File: config.mk
export PLATFORM = sky130hd
export DESIGN_NAME = one_wait_gen
export DESIGN_NICKNAME = d
export VERILOG_FILES = /design/src/rtl/wsg_pkg.sv /design/src/rtl/wsg_slot_counter.sv /design/src/rtl/wsg_toggle_cell.sv /design/src/rtl/one_wait_gen.sv
export SDC_FILE = /design/constraint.sdc
export NUM_CORES = 1
export LEC_CHECK = 0
export BUFFER_PORTS_ARGS = -buffer_cell sky130_fd_sc_hd__buf_2
export CAP_MARGIN = 25
export CORE_AREA = 4 4 41 43
export DETAILED_ROUTE_END_ITERATION = 8
export DIE_AREA = 0 0 45 47
export GPL_TIMING_DRIVEN = 0
export PLACE_DENSITY = 0.3
export SLEW_MARGIN = 10
export SYNTH_ARGS = -nofsm -noshare
export SYNTH_HDL_FRONTEND = slang
export SYNTH_HIERARCHICAL = 1
export SYNTH_SLANG_ARGS = --single-unit
File: constraint.sdc
create_clock -name clk -period 1.5 [get_ports clk]
set_input_delay 0.375 -clock clk [delete_from_list [all_inputs] [get_ports clk]]
set_output_delay 0.375 -clock clk [all_outputs]
set_load 0.005 [all_outputs]
File: src/rtl/wsg_pkg.sv
package wsg_pkg;

  localparam int SLOT_W = 2;

  // Position of the next rising edge inside the bus cycle, counted from the
  // edge that sampled the address-latch strobe.
  typedef enum logic [SLOT_W-1:0] {
    SLOT_T2   = 2'd0,
    SLOT_T3   = 2'd1,
    SLOT_DONE = 2'd2
  } slot_t;

  // Advance one edge and hold once the toggle window has passed.
  function automatic slot_t next_slot(input slot_t cur);
    case (cur)
      SLOT_T2: next_slot = SLOT_T3;
      default: next_slot = SLOT_DONE;
    endcase
  endfunction

  // Whether the toggle bit should flip on this edge.
  // The first slot flips only when the device asks for a wait.
  // The second slot flips back only if a wait was entered.
  function automatic logic want_toggle(input slot_t cur,
                                       input logic  dev_rdy,
                                       input logic  waiting);
    case (cur)
      SLOT_T2: want_toggle = !dev_rdy;
      SLOT_T3: want_toggle = waiting;
      default: want_toggle = 1'b0;
    endcase
  endfunction

endpackage

File: src/rtl/wsg_slot_counter.sv
module wsg_slot_counter
  import wsg_pkg::*;
(
  input  logic  clk,
  input  logic  rst_n,
  input  logic  restart,
  output slot_t slot
);

  always_ff @(posedge clk or negedge rst_n) begin
    if (!rst_n)       slot <= SLOT_DONE;
    else if (restart) slot <= SLOT_T2;
    else              slot <= next_slot(slot);
  end

  // the counter must never leave its three legal positions.
  assert_slot_legal_R6: assert property (@(posedge clk) disable iff (!rst_n)
    slot inside {SLOT_T2, SLOT_T3, SLOT_DONE});

  // with no strobe, the done position is held.
  assert_slot_holds_R6: assert property (@(posedge clk) disable iff (!rst_n)
    (!restart && slot == SLOT_DONE) |=> slot == SLOT_DONE);

endmodule

File: src/rtl/wsg_toggle_cell.sv
module wsg_toggle_cell #(
  parameter logic INIT = 1'b0
) (
  input  logic clk,
  input  logic rst_n,
  input  logic clear,
  input  logic toggle,
  output logic q
);

  always_ff @(posedge clk or negedge rst_n) begin
    if (!rst_n)      q <= INIT;
    else if (clear)  q <= INIT;
    else if (toggle) q <= ~q;
  end

  // the clear takes priority over a pending toggle.
  assert_clear_wins_R8: assert property (@(posedge clk) disable iff (!rst_n)
    clear |=> q == INIT);

endmodule

File: src/rtl/one_wait_gen.sv
module one_wait_gen
  import wsg_pkg::*;
(
  input  logic clk,
  input  logic rst_n,
  input  logic ale,
  input  logic dev_ready,
  output logic rdy_out
);

  slot_t slot;
  logic  wait_q;
  logic  toggle_req;
  logic  at_t2_edge;
  logic  at_t3_edge;
  logic  window_closed;

  wsg_slot_counter u_slot (
    .clk     (clk),
    .rst_n   (rst_n),
    .restart (ale),
    .slot    (slot)
  );

  assign at_t2_edge    = (slot == SLOT_T2);
  assign at_t3_edge    = (slot == SLOT_T3);
  assign window_closed = (slot == SLOT_DONE);
  assign toggle_req    = !ale && want_toggle(slot, dev_ready, wait_q);

  wsg_toggle_cell #(.INIT(1'b0)) u_wait (
    .clk    (clk),
    .rst_n  (rst_n),
    .clear  (ale),
    .toggle (toggle_req),
    .q      (wait_q)
  );

  assign rdy_out = ~wait_q;

  assert_ale_clears_R2: assert property (@(posedge clk) disable iff (!rst_n)
    ale |=> rdy_out);

  assert_fast_no_wait_R3: assert property (@(posedge clk) disable iff (!rst_n)
    (!ale && at_t2_edge && dev_ready) |=> rdy_out);

  assert_slow_one_wait_R4: assert property (@(posedge clk) disable iff (!rst_n)
    (!ale && at_t2_edge && !dev_ready) |=> !rdy_out);

  assert_restore_R5: assert property (@(posedge clk) disable iff (!rst_n)
    at_t3_edge |=> rdy_out);

  assert_ignore_late_R6: assert property (@(posedge clk) disable iff (!rst_n)
    (!ale && window_closed) |=> rdy_out);

  assert_single_low_R9: assert property (@(posedge clk) disable iff (!rst_n)
    !rdy_out |=> rdy_out);

endmodule

Word level (Yosys, flattened, before mapping)
Index checks and enable logic that the tools add are counted.

word-level totals
  memories kept = 0
  memory bits (read-only) = 0
  bits in latches = 0
  logic and storage cells = 14
  register bits after elaboration = 3
  input bits = 4
  memory bits (writable) = 0

cells by class
  div/mod/pow operators = 0
  shift operators = 0
  eq/ne operators = 1
  multiply operators = 0
  add/subtract/negate cells = 0
  order comparisons = 0
  reduce and logical (&&, ||, !) cells = 5
  bitwise operators = 1
  muxes and demuxes = 5

operators by type and width
  operator                                                          count
  2-bit 2-to-1 mux                                                  2
  2-bit by 1-bit == test with 1-bit output (second input constant)  1
  1-bit zero test                                                   2
  2-bit zero test                                                   1
  1-bit 2-to-1 mux                                                  2
  1-bit case mux with 2 select lines                                1
  2-bit nonzero test                                                1
  1-bit logical AND                                                 1
  1-bit inverter                                                    1

Logic depth before layout (Yosys ltp)
Gate-level depths: netlist (run 1).

  depth after elaboration = 5
  depth in mapped cells = 4
  mapped depth without buffers = 4

Modules after synthesis
The synthesis (run 1) kept the hierarchy.

by module, submodules not included
  module            cells an instance  seq. area each (sq um)  times used  area an instance (sq um)
  wsg_slot_counter  4                  51.3                    1           66.3
  wsg_toggle_cell   3                  25.0                    1           37.5
  one_wait_gen      3                  0.0                     1           25.0

Least setup slack after synthesis (run 1)
OpenSTA, ideal clock, no wires.

  kind = input port to flip-flop
  start = in dev_ready
  end = reg u_wait.q
  cell stages on the path = 4
  setup slack = 394 ps
  data arrival time = 988 ps
  path through = nor2b_1 a2111oi_2 xnor2_1 nor2_1

between the ends
  cells in the longest elaborated chain, start to end = 4

RTL lines
  element                             line                   RTL
  from (decl)                         one_wait_gen.sv:7      input logic dev_ready,
  1-bit zero test                     wsg_pkg.sv:28          SLOT_T2: want_toggle = !dev_rdy;
  1-bit case mux with 2 select lines  wsg_pkg.sv:27          case (cur)
  1-bit logical AND                   one_wait_gen.sv:28     assign toggle_req = !ale && want_toggle(slot, dev_ready, wait_q);
  via toggle_req                      one_wait_gen.sv:13     logic toggle_req;
  2-bit nonzero test (no line)        -
  to (signal assigned)                wsg_toggle_cell.sv:14  else if (toggle) q <= ~q;
  to (decl)                           wsg_toggle_cell.sv:8   output logic q

The timed path passes the listed nets, and every way through them passes these cells.
A chain may end at the register's enable or synchronous reset.

Worst setup path in the final report (run 1)
  start = reg u_wait.q
  end = out rdy_out

between the ends
  cells in the longest elaborated chain, start to end = 1

RTL lines
  element         line                RTL
  1-bit inverter  one_wait_gen.sv:38  assign rdy_out = ~wait_q;
  to (decl)       one_wait_gen.sv:8   output logic rdy_out

No other way between the ends.

==> summary.md, run 1 <==
| Metric | Value |
|---|---|
| Outcome | `completed` |
| Final period util | `between 70% and 80%` |
| Crit path from | `u_wait/q$_DFFE_PN0P_` |
| Mux contribution to synthesized area | `0%` |
| Post-route ant nets | `0` |
| Power per Cell Area | `around 1300 mW/mm^2` |
| Setup-failing EPs final | `0` |
| Reg2reg start | `u_slot/slot[0]$_DFF_PN0_` |
| Crit end category | `primary output` |
| Area Growth Syn to Fin | `58.25%` |
| Combinational Power Share | `11.4%` |
| Sequential share of power | `between 30% and 40%` |
| Sw Share | `between 20% and 30%` |
| Critical path class | `flop to primary output` |
| Clock transition at path regs | `0.04 ns` |
| Port bufs | `4` |
| Die Y | `47 microns` |
| H-Tree Depth | `1` |
| Setup slack, reg-to-reg | `about 0.38 ns` |
| Slew Viols, Final | `0` |
| Global placer's final weighted congestion | `between 0.6 and 0.7` |
| Maxcap violations | `0` |
| Vias in the first global route | `approximately 100` |
| DR vias/cell | `2.853` |
| Clk Latency, worst-skew pair | `0.23 ns` |
| Io pins | `5` |
| Final Hold Viols | `0` |
| RSZ-0062 raised after global routing | `no` |
| GRT Util Overall | `around 3.2%` |
| Max_slew headroom | `79.79%` |
| Net Count, Synth | `14` |
| Adder-cell area share of the yosys netlist | `0%` |
| RR Endpoint | `u_wait/q$_DFFE_PN0P_` |
| Commonest non-fill, non-tap cells in the layout | `buf_2, clkbuf_4, dfrtp_1` |
| Initial Util | `approximately a tenth` |
| Required time of the critical path | `about 1.1 ns` |
| Pint | `209.8 uW` |
| Multi-input logic area | `between 40 and 50 sq um` |
| Largest family of logic cells by synthesized area | `compound AO/OA/AOI/OAI gates` |
| Drt first pass iters | `1` |
| Ys Warns | `6` |
| TritonCTS clock tree | `done` |
| Commonest non-fill, non-tap cell in the layout | `buf_2` |
| Initial antenna violation count | `0` |
| Worst Skew | `around 0.00066 ns` |
| Post-Synth XOR/XNOR Area | `a little under 7%` |
| Max VDD drop | `approximately 0.33 mV` |
| Mapped Cells | `10` |
| First-pass GRT wire length | `about 360 microns` |
| Synth Area in Compound Gates | `between 15 and 20%` |
| Grt total ovfl | `0` |
| DR iter-0 viols | `0` |
| Synth cell types | `9` |
| Final TNS setup | `0 ns` |
| Net Sw Power | `roughly 62 uW` |
| Leakage power | `about 0.000090 uW` |
| Cell row count | `13` |
| Clk pwr share | `a little over 50%` |
| Hold Crit Class | `input port to flop` |
| Inserted Clock Buffers | `3` |
| CP Max Fanout | `2` |
| Post-Synth Simple-Gate Area | `11.65%` |
| Hold path depth | `2` |
| Synth Cell Area | `128.9 sq um` |
| Share of cells above drive strength 1 | `between 40% and 50%` |
| Clock root buffer | `clkbuf_4` |
| Nets | `24` |
| DR WL/cell | `roughly 7 microns` |
| Arr. time, crit path | `0.81 ns` |
| DRC Markers | `0` |
| Die Area | `0.002115 sq mm` |
| Diodes inserted | `0` |
| Seq/Total Area, Yosys | `59.22%` |
| Avg Cell Area, Syn | `12.89 sq um` |
| Total Routed Length | `between 200 and 250 microns` |
| Die Span X | `45 microns` |
| Worst r2r path cells | `3` |
| Worst min-delay path startpoint | `ale` |
| Fillers | `150` |
| Post-Place Setup Slack | `0.2591 ns` |
| Clock Sinks | `3` |
| Fin crit period | `about 1.2 ns` |
| Slew of the pin with the lowest slew margin | `between 0.3 and 0.4 ns` |
| FF+latch count, synth | `3` |
| Final worst slack | `~0.32 ns` |
| Register area | `approximately 76 sq um` |
| Placeable core area | `between 0.001 and 0.0015 sq mm` |
| Largest net degree at the start of global routing | `5` |
| F_max | `around 840 MHz` |
| Worst Hold Endpoint | `u_wait/q$_DFFE_PN0P_` |
| Largest buffer count on any clock path | `2` |
| Critical Path Source Type | `flop` |
| Via count | `just under 100` |
==> flip-flops by register name (all words and copies together), names as in the netlist <==
register / cells
u_wait/q: 1
u_slot/slot: 2
==> per-layer routing <==
| layer | vias up | track usage [%] | wire (microns) |
|---|---|---|---|
| li1 | 53 | - | - |
| met1 | 35 | 2.975 | 111 |
| met2 | 7 | 1.977 | 68 |
| met3 | 2 | 1.916 | 47 |
| met4 | 0 | 8.772 | 17 |
| met5 | - | 0 | 0 |
==> critical path, cell delays in order, from the launching register on <==
cell     delay [ns]
dfrtp_1        0.38
inv_1          0.09
buf_2          0.11
==> cell type report <==
| type | instances | share of cell area [%] |
|---|---|---|
| sequential | 3 | 37.42 |
| inverter | 1 | 1.840 |
| multi-input combinational | 6 | 23.93 |
| timing repair buffer | 5 | 14.72 |
| tap | 15 | 9.202 |
| clock buffer | 4 | 12.88 |
==> synthesized netlist by cell type <==
cell type  count  share of area [%]
nor2b_1        1                4.9
a2111oi_2      1                 12
inv_1          1                2.9
nor2_1         1                2.9
xnor2_1        1                6.8
nor3_1         1                3.9
o21ba_1        1                7.8
dfrtp_1        2                 39
dfstp_2        1                 20
==> timing repair <==
action,4_1_cts,5_1_grt
resized for setup,0,0
hold buffers,1,0
hold endpoints to repair,2,0
endpoints found under the setup margin,0,0
buffers inserted,0,0
==> worst max-delay path by stage <==
stage                           end  slack [ns]
2_1_floorplan  u_wait/q$_DFFE_PN0P_        0.39
5_1_grt                     rdy_out        0.27
3_3_place_gp   u_wait/q$_DFFE_PN0P_        0.26
3_5_place_dp   u_wait/q$_DFFE_PN0P_        0.26
6_report                    rdy_out        0.32
4_1_cts                     rdy_out        0.30
==> through the flow <==
stage	area, sq um	util (%)	std cells	power, uW	hold slack, ns
6_report	203.9	15.67	34	272.0	0.3543
5_1_grt	203.9	15.67	34	286.0	0.3767
4_1_cts	203.9	15.67	34	282.0	0.3464
3_5_place_dp	167.7	12.88	29	130.5	0.1712
3_3_place_gp	167.7	12.88	29	130.1	0.1700
2_1_floorplan	128.9	-	10	118.2	0.07941
==> power groups by stage <==
stage / combinational [uW] / sequential [uW] / clock (uW)
2_1_floorplan: 18.6 / 99.6 / 0
3_3_place_gp: 29.3 / 101 / 0
3_5_place_dp: 29.7 / 101 / 0
4_1_cts: 32.0 / 99.7 / 150
5_1_grt: 35.5 / 101 / 150
6_report: 31.1 / 99.7 / 141
==> cells by family after synthesis <==
| family | after synthesis |
|---|---|
| DFF | 3 |
| and+or+nand+nor | 3 |
| AOI/OAI and AO/OA | 2 |
| xor gates and xnor gates | 1 |
| buffers and inverters | 1 |
Note: power is estimated with default switching activity, not from simulation.
==> run 2, diff against run 1 <==
==> constraint.sdc (replaced) <==
create_clock -name clk -period 1.2 [get_ports clk]
set_input_delay 0.3 -clock clk [delete_from_list [all_inputs] [get_ports clk]]
set_output_delay 0.3 -clock clk [all_outputs]
set_load 0.005 [all_outputs]
==> summary.md, run 2 (synthesized netlist as in run 1, its figures left out) <==
| Metric | Value |
|---|---|
| Outcome | `completed (unchanged)` |
| Drt first pass iters | `1 (unchanged)` |
| RSZ-0062 raised after global routing | `no (unchanged)` |
| Largest net degree at the start of global routing | `5 (unchanged)` |
| Final total power | `349.2 uW (was 272.0 uW)` |
| Inserted Clock Buffers | `3 (unchanged)` |
| Worst Skew | `0.0006594 ns (was 0.0006593 ns)` |
| Setup slack, reg-to-reg | `0.08 ns (was 0.38 ns)` |
| H-Tree Depth | `1 (unchanged)` |
| Fin crit period | `1.148 ns` |
| Critical Path Source Type | `flop (unchanged)` |
| Reg2reg start | `u_slot/slot[0]$_DFF_PN0_ (unchanged)` |
| Diodes inserted | `0 (unchanged)` |
| Post-route ant nets | `0 (unchanged)` |
| Die Area | `0.002115 sq mm (unchanged)` |
| DR vias/cell | `2.853 (unchanged)` |
| Hold path depth | `2 (unchanged)` |
| Leakage power | `0.00009110 uW (was 0.00009006 uW)` |
| Clk Latency, worst-skew pair | `0.23 ns (about the same)` |
| Slew Viols, Final | `0 (unchanged)` |
| Clock root buffer | `clkbuf_4 (unchanged)` |
| Worst r2r path cells | `4 (was 3)` |
| Via count | `97 (unchanged)` |
| Dpl cell area | `167.7 sq um (unchanged)` |
| DR iter-0 viols | `0 (unchanged)` |
| Biggest register | `u_slot/slot (unchanged)` |
| Placeable core area | `0.001301 sq mm (unchanged)` |
| Clock Sinks | `3 (unchanged)` |
| Total Routed Length | `275 microns (was 244 microns)` |
| Max VDD drop | `0.4269 mV (was 0.3292 mV)` |
| Max_slew headroom | `83.01% (was 79.79%)` |
| GRT Util Overall | `3.167% (unchanged)` |
| Required time of the critical path | `0.90 ns (was 1.12 ns)` |
| Post-layout util | `16.63% (was 15.67%)` |
| Final Hold Viols | `0 (unchanged)` |
| TritonCTS clock tree | `done (unchanged)` |
| Share of cells above drive strength 1 | `47.37% (unchanged)` |
| DRC Markers | `0 (unchanged)` |
| Final TNS setup | `0 ns (unchanged)` |
| Die Span X | `45 microns (unchanged)` |
| Initial Util | `9.904% (unchanged)` |
| Initial antenna violation count | `0 (unchanged)` |
| Power per Cell Area | `1613 mW/mm^2 (was 1334 mW/mm^2)` |
| DR WL/cell | `8.088 microns (was 7.176 microns)` |
| Worst Hold Endpoint | `u_wait/q$_DFFE_PN0P_ (unchanged)` |
| Slew of the pin with the lowest slew margin | `0.2548 ns (was 0.3026 ns)` |
| CP Max Fanout | `2 (unchanged)` |
| Commonest non-fill, non-tap cell in the layout | `buf_2 (unchanged)` |
| Arr. time, crit path | `0.85 ns (was 0.81 ns)` |
| Setup-failing EPs final | `0 (unchanged)` |
| Final period util | `a little over nine tenths` |
| Critical path class | `flop to primary output (unchanged)` |
| Maxcap violations | `0 (unchanged)` |
| Die Y | `47 microns (unchanged)` |
| Grt total ovfl | `0 (unchanged)` |
| Hold Crit Class | `input port to flop (unchanged)` |
| Fillers | `150 (unchanged)` |
| Io pins | `5 (unchanged)` |
| F_max | `roughly 870 MHz` |
| Area Growth Syn to Fin | `67.96% (was 58.25%)` |
| Clock transition at path regs | `0.04 ns (about the same)` |
| Cell row count | `13 (unchanged)` |
| Setup Buffers After CTS | `0 (unchanged)` |
| First-pass GRT wire length | `358 microns (unchanged)` |
| RR Endpoint | `u_wait/q$_DFFE_PN0P_ (unchanged)` |
| Final instance area | `216.5 sq um (was 203.9 sq um)` |
| Vias in the first global route | `103 (unchanged)` |
| Crit end category | `primary output (unchanged)` |
| Largest register FFs | `2 (unchanged)` |
| Port bufs | `4 (unchanged)` |
| Global placer's final weighted congestion | `0.6760 (unchanged)` |
| Commonest non-fill, non-tap cells in the layout | `buf_2, clkbuf_4, dfrtp_1 (unchanged)` |
| Nets | `24 (unchanged)` |
| Largest buffer count on any clock path | `2 (unchanged)` |
| Top flop regs | `u_slot/slot: 2 flops, u_wait/q: 1 flops (unchanged)` |
| Worst min-delay path startpoint | `ale (unchanged)` |
## run 2: cell counts in the layout (fill, tap and decap cells not counted)
Identical to the previous run, type by type.
## run 2: worst max-delay path, stage by stage (launching register included)
cell and delay (ns):
dfrtp_1 0.38, inv_1 0.11, buf_2 0.13
## run 2: worst max-delay path by stage
stage / from / endpoint / cells past startpoint
after floorplan: u_slot/slot[0]$_DFF_PN0_ / u_wait/q$_DFFE_PN0P_ / 3
after global placement: dev_ready / u_wait/q$_DFFE_PN0P_ / 5
after detailed placement: dev_ready / u_wait/q$_DFFE_PN0P_ / 5
after CTS: u_slot/slot[0]$_DFF_PN0_ / u_wait/q$_DFFE_PN0P_ / 3
after global routing: u_slot/slot[0]$_DFF_PN0_ / u_wait/q$_DFFE_PN0P_ / 4
final: u_wait/q$_DFFE_PN0P_ / rdy_out / 2
## run 2: power breakdown
group	internal, uW	switching (uW)	total, uW
Clock	125	51.9	177
Sequential	115	12.3	128
Combinational	25.7	19.4	45.1
Total	266	83.6	349
## run 2: metal layers
layer / global-route usage, % / vias up / share of wire [%]
met5: 0 / - / 0
met4: 8.772 / 0 / 6.2
met3: 1.916 / 2 / 17
met2: 1.977 / 7 / 34
met1: 2.975 / 37 / 42
li1: - / 51 / -
## run 2: metrics by stage
stage                     instances  worst slack, ns  hold WS [ns]
after floorplan                  10           0.1193      0.004409
final                            34          0.05231        0.2975
after detailed placement         29          0.03414       0.09620
after CTS                        34          0.06307        0.2714
after global routing             34         0.004020        0.3275
after global placement           29          0.03411       0.09505
## run 2: layout make-up
class                      count  area [sq um]  area share [%]
clock buffer                   4         26.28           12.14
tap                           15         18.77           8.671
inverter                       1         3.754           1.734
multi-input combinational      6         61.31           28.32
timing repair buffer           5         30.03           13.87
sequential                     3         76.32           35.26
## run 2: what timing repair did
| item | CTS | global route |
|---|---|---|
| hold buffers | 1 | 0 |
| setup endpoints to repair | 0 | 1 |
| resized for setup | 0 | 1 |
| hold endpoints to repair | 2 | 0 |
